File: config.mk
export PLATFORM = sky130hd
export DESIGN_NAME = uart_bc_tx
export DESIGN_NICKNAME = d
export VERILOG_FILES = /design/src/rtl/uart_bc_tx.sv
export SDC_FILE = /design/constraint.sdc
export NUM_CORES = 1
export LEC_CHECK = 0
export BUFFER_PORTS_ARGS = -buffer_cell sky130_fd_sc_hd__buf_2
export CAP_MARGIN = 15
export CORE_UTILIZATION = 30
export CTS_CLUSTER_DIAMETER = 60
export DETAILED_ROUTE_END_ITERATION = 6
export PLACE_DENSITY = 0.55
export SLEW_MARGIN = 40
export SYNTH_ARGS = -nofsm -noshare
export SYNTH_HDL_FRONTEND = slang
export SYNTH_SLANG_ARGS = --single-unit
export TNS_END_PERCENT = 30
File: constraint.sdc
create_clock -name clk -period 3.6 [get_ports clk]
set_input_delay 0.36 -clock clk [delete_from_list [all_inputs] [get_ports clk]]
set_output_delay 0.36 -clock clk [all_outputs]
set_load 0.005 [all_outputs]
File: src/rtl/uart_bc_tx.sv
module uart_bc_tx #(
  parameter int DW = 9
) (
  input  logic          clk,
  input  logic          rst_n,
  input  logic          tick,
  input  logic          strobe,
  input  logic          cfg_smp_sel,
  input  logic          cfg_auto_clr,
  input  logic          cfg_edge_start,
  input  logic          cfg_rx_inv,
  input  logic          en_set,
  input  logic          en_clr,
  input  logic          hold_wr,
  input  logic [DW-1:0] hold_data,
  input  logic          flag_clr,
  input  logic          rxd,
  output logic          txd,
  output logic          tx_en,
  output logic          busy,
  output logic          collide
);
  localparam int FW = DW + 2;
  localparam int CW = $clog2(FW);

  logic [2:0]    rs;
  logic          en_q, full_q, arm_q, busy_q, flag_q;
  logic [DW-1:0] hold_q;
  logic [FW-1:0] sr;
  logic [CW-1:0] cnt;

  logic rx_now, rx_old, rx_fall, smp, hit, ready, go, kill;

  assign rx_now  = rs[1] ^ cfg_rx_inv;
  assign rx_old  = rs[2] ^ cfg_rx_inv;
  assign rx_fall = rx_old & ~rx_now;
  assign smp     = cfg_smp_sel ? strobe : tick;
  assign hit     = busy_q & smp & (sr[0] != rx_now);
  assign kill    = hit & cfg_auto_clr;
  assign ready   = en_q & full_q & ~busy_q;
  assign go      = ready & (cfg_edge_start ? rx_fall : (arm_q & tick));

  always_ff @(posedge clk or negedge rst_n)
    if (!rst_n) rs <= '1;
    else        rs <= {rs[1:0], rxd};

  always_ff @(posedge clk or negedge rst_n)
    if (!rst_n)        flag_q <= 1'b0;
    else if (hit)      flag_q <= 1'b1;
    else if (flag_clr) flag_q <= 1'b0;

  always_ff @(posedge clk or negedge rst_n)
    if (!rst_n)      en_q <= 1'b0;
    else if (kill)   en_q <= 1'b0;
    else if (en_clr) en_q <= 1'b0;
    else if (en_set) en_q <= 1'b1;

  always_ff @(posedge clk or negedge rst_n)
    if (!rst_n)                           arm_q <= 1'b0;
    else if (go || !ready || cfg_edge_start) arm_q <= 1'b0;
    else if (tick)                        arm_q <= 1'b1;

  always_ff @(posedge clk or negedge rst_n)
    if (!rst_n) begin
      full_q <= 1'b0;
      hold_q <= '0;
    end else if (hold_wr) begin
      full_q <= 1'b1;
      hold_q <= hold_data;
    end else if (go) begin
      full_q <= 1'b0;
    end

  always_ff @(posedge clk or negedge rst_n)
    if (!rst_n) begin
      busy_q <= 1'b0;
      sr     <= '1;
      cnt    <= '0;
    end else if (kill) begin
      busy_q <= 1'b0;
      sr     <= '1;
    end else if (go) begin
      busy_q <= 1'b1;
      sr     <= {1'b1, hold_q, 1'b0};
      cnt    <= '0;
    end else if (busy_q && tick) begin
      if (cnt == CW'(FW - 1)) begin
        busy_q <= 1'b0;
        sr     <= '1;
      end else begin
        sr  <= {1'b1, sr[FW-1:1]};
        cnt <= cnt + 1'b1;
      end
    end

  assign txd     = busy_q ? sr[0] : 1'b1;
  assign tx_en   = en_q;
  assign busy    = busy_q;
  assign collide = flag_q;
endmodule

==> flow_summary.toml <==
[synthesis]
primary_ff_master_synth = "dfrtp_1"
synth_nets = 157
synth-seq-area-share = 0.5266
main_combinational_cell_family_by_area_after_synthesis = "multiplexers"
area_share_of_and_or_nand_nor_cells_after_synthesis = 0.1556
synth.largest_area_cell = "dfrtp_1"
syn_avg_cell_area_sq_um = 11.31
synth_top_cell_area_share = 0.2995
ys.warnings.count = 0
synth_edf_count = 0
synth_compound_gate_area_share = 0.08902
syn-instance-count = 133
synth_adder_area_share = 0.01664
synthTopCellsByArea = "dfrtp_1, dfstp_2, mux2_2"
synth_cell_type_count = 32
mux_contribution_to_synthesized_area = 0.1622
synth.cell_area_sq_um = 1504
postSynthRegisterBits = 31
ys_async_sr_fraction = 1.000
synthXorXnorAreaFrac = 0.02163

[power_and_ir_drop]
combinationalPowerShare = 0.270
seqPwrFrac = 0.473
power.net_switching_w = 0.0003414
switching_share = 0.2946
cellInternalPower_w = 0.0008176
worst_ir_drop_vdd_v = 0.0003299
power.leakage_nw = 0.7861
pwr-share-clk = 0.257
power_density_nw_per_um2 = 650.5

[status]
outcome = "finished clean"

[placed_design]
place_hpwl_mm = 2.010
placed_cells = 219
buffer_ports.inserted = 25
place.gp.congestion = 0.7352

[sta]
tns_ns = 0
rsz_0062_raised_after_global_routing = "false"
worst_margin_slew_ns = 0.6900
final_period_minus_worst_setup_slack_ns = 2.079
max_slew_margin = 0.5375
timing_hold_violations_final = 0
timing.final.max_slew_violations = 0
post-route-period-util = 0.5775
report.final.setup_viol = 0
fin_skew_ns = 0.003330
max_clock_freq_mhz = 481.0

[worst_hold_path]
hold_crit_path_type = "input pin to asynchronous set/reset pin"

[setup_path]
cp_slowest_stage_delay_ns = 0.55
setup.worst_path.end_class = "register"
worst-setup-path-type = "register to register"
setup.worst_path.start_class = "register"
worst-endpoint-required_ns = 3.81
path_max_fanout = 18
timing.critical_path.cells = "xor3_1 -> nand4b_1 -> o21ai_0 -> mux2_4"
crit_path_top_delay_cell = "dfstp_2"
arrival_ns = 2.28
worst_r2r_endpoint = "sr[8]$_DFFE_PN1P_"
rr_worst_depth = 4
worst_setup_path_startpoint = "rs[1]$_DFF_PN1_"
cp-endpoint = "sr[8]$_DFFE_PN1P_"
r2r-start = "rs[1]$_DFF_PN1_"
reg2reg_setup_slack_ns = 1.52

[clock_tree]
cts.clk_slew.worst_paths_ns = 0.06
post_cts_setup_bufs = 0
htree_levels = 2
tritoncts.num_buffers = 5
cts_resized = 0
tritoncts = "done"
clock_sink_count = 31
clock_root_buffer = "clkbuf_8"
post_cts_hold_buffer_count = 0
worstSkewPairLatency_ns = 0.28
clock_path_buffers = 2

[global_routing]
grt_max_degree = 32
antenna_violations_before_repair = 0
grt.total_usage = 0.1297
globalRoute.totalOverflow = 0
wire_length_of_the_first_global_routing_pass_mm = 5.175
first_global_vias = 1143

[job]
max_cap_violations = 0

[die]
floorplan.initialDensity = 0.3142
die_y_um = 72.81
fp-row-count = 25
placeableCoreArea_sq_um = 4786
die_outline_width_um = 72.81
floorplan.die_area_sq_um = 5301
boundary_pins = 26

[cells_and_area]
most-common-layout-cells = "buf_2, dfrtp_1, nor2_1"
post_layout_nonfiller_instances = 227
fin_nets = 183
post_route_cells_drive_above_1_share = 0.3938
layout-area-overhead-vs-synth_pct = 18.47
final_common_cell = "buf_2"
antennaDiodeCount = 0

[detailed_routing]
route.detailed.drc = 0
drtIter0Drc = 38
wl_mm = 2.866
detailroute.via_count = 1077
vias_per_cell = 4.744
dr.pass1.iters = 4
antenna_violating_nets_left = 0
wl_per_cell_um = 12.63
cells in the mapped netlist (3+ instances only):
| cell | number |
|---|---|
| dfrtp_1 | 18 |
| mux2_4 | 6 |
| mux2_2 | 11 |
| clkbuf_1 | 4 |
| nor3_1 | 12 |
| dfstp_2 | 13 |
| mux2i_1 | 3 |
| inv_1 | 3 |
| nand2_1 | 5 |
| o21ai_0 | 14 |
| nor2_1 | 15 |
| nand3b_1 | 3 |
critical path: cells and delay by family (launching register included):
kind | cells | cell delay [ns]
DFF | 1 | 0.55
and+or+nand+nor | 1 | 0.51
xor gates and xnor gates | 1 | 0.41
muxes | 1 | 0.30
AOI/OAI and AO/OA | 1 | 0.22
per-layer routing:
layer,up-vias,GRT usage,routed length [um]
li1,519,-,-
met3,4,0.03729,88
met4,0,0.05229,36
met5,-,0,0
met1,535,0.1518,1281
met2,19,0.2233,1459
final cells by class:
| cell class | instances | area (sq um) |
|---|---|---|
| clock buffer | 8 | 100.1 |
| fill | 478 | 3004 |
| inverter | 3 | 11.26 |
| multi-input combinational | 93 | 669.4 |
| sequential | 31 | 792.0 |
| tap | 67 | 83.83 |
| timing repair buffer | 25 | 125.1 |
per-stage QoR:
stage | instance area (sq um) | hold WS (ns) | setup slack, ns | total power, W | utilization
6_report | 1782 | 0.1203 | 1.521 | 0.001159 | 0.3723
5_1_grt | 1782 | 0.1695 | 1.414 | 0.001243 | 0.3723
4_1_cts | 1782 | 0.1474 | 1.538 | 0.001172 | 0.3723
3_5_place_dp | 1682 | 0.3475 | 1.542 | 0.0008684 | 0.3514
3_3_place_gp | 1682 | 0.3469 | 1.591 | 0.0008505 | 0.3514
2_1_floorplan | 1504 | 0.06441 | 1.768 | 0.0007769 | -
flip-flops by register name (all words and copies together) (netlist names):
name / flops
sr: 10
hold_q: 9
cnt: 4
rs: 3
arm_q: 1
busy: 1
collide: 1
full_q: 1
tx_en: 1
power by group through the flow:
stage	Combinational (W)	Clock, W	Sequential, W
finish	0.000313	0.000298	0.000548
global route	0.000360	0.000321	0.000562
CTS	0.000318	0.000307	0.000547
detailed placement	0.000316	0	0.000552
global placement	0.000303	0	0.000547
floorplan	0.000244	0	0.000533
logic make-up after synthesis:
group | count (synthesis)
AO/OA/AOI/OAI | 23
XOR/XNOR | 2
adder cells (fa/ha/maj) | 2
buffers and inverters | 9
flip-flops | 31
multiplexers | 20
AND/OR/NAND/NOR | 46
how the worst min path moves through the flow:
stage	from	depth (start not counted)	endpoint	slack, ns
3_5_place_dp	rs[0]$_DFF_PN1_	0	rs[1]$_DFF_PN1_	0.35
4_1_cts	rst_n	1	cnt[0]$_DFFE_PN0P_	0.15
3_3_place_gp	rs[0]$_DFF_PN1_	0	rs[1]$_DFF_PN1_	0.35
6_report	rst_n	1	tx_en$_DFFE_PN0P_	0.12
2_1_floorplan	rst_n	0	arm_q$_DFFE_PN0P_	0.06
5_1_grt	rst_n	1	tx_en$_DFFE_PN0P_	0.17
(Power assumes the default switching activity.)
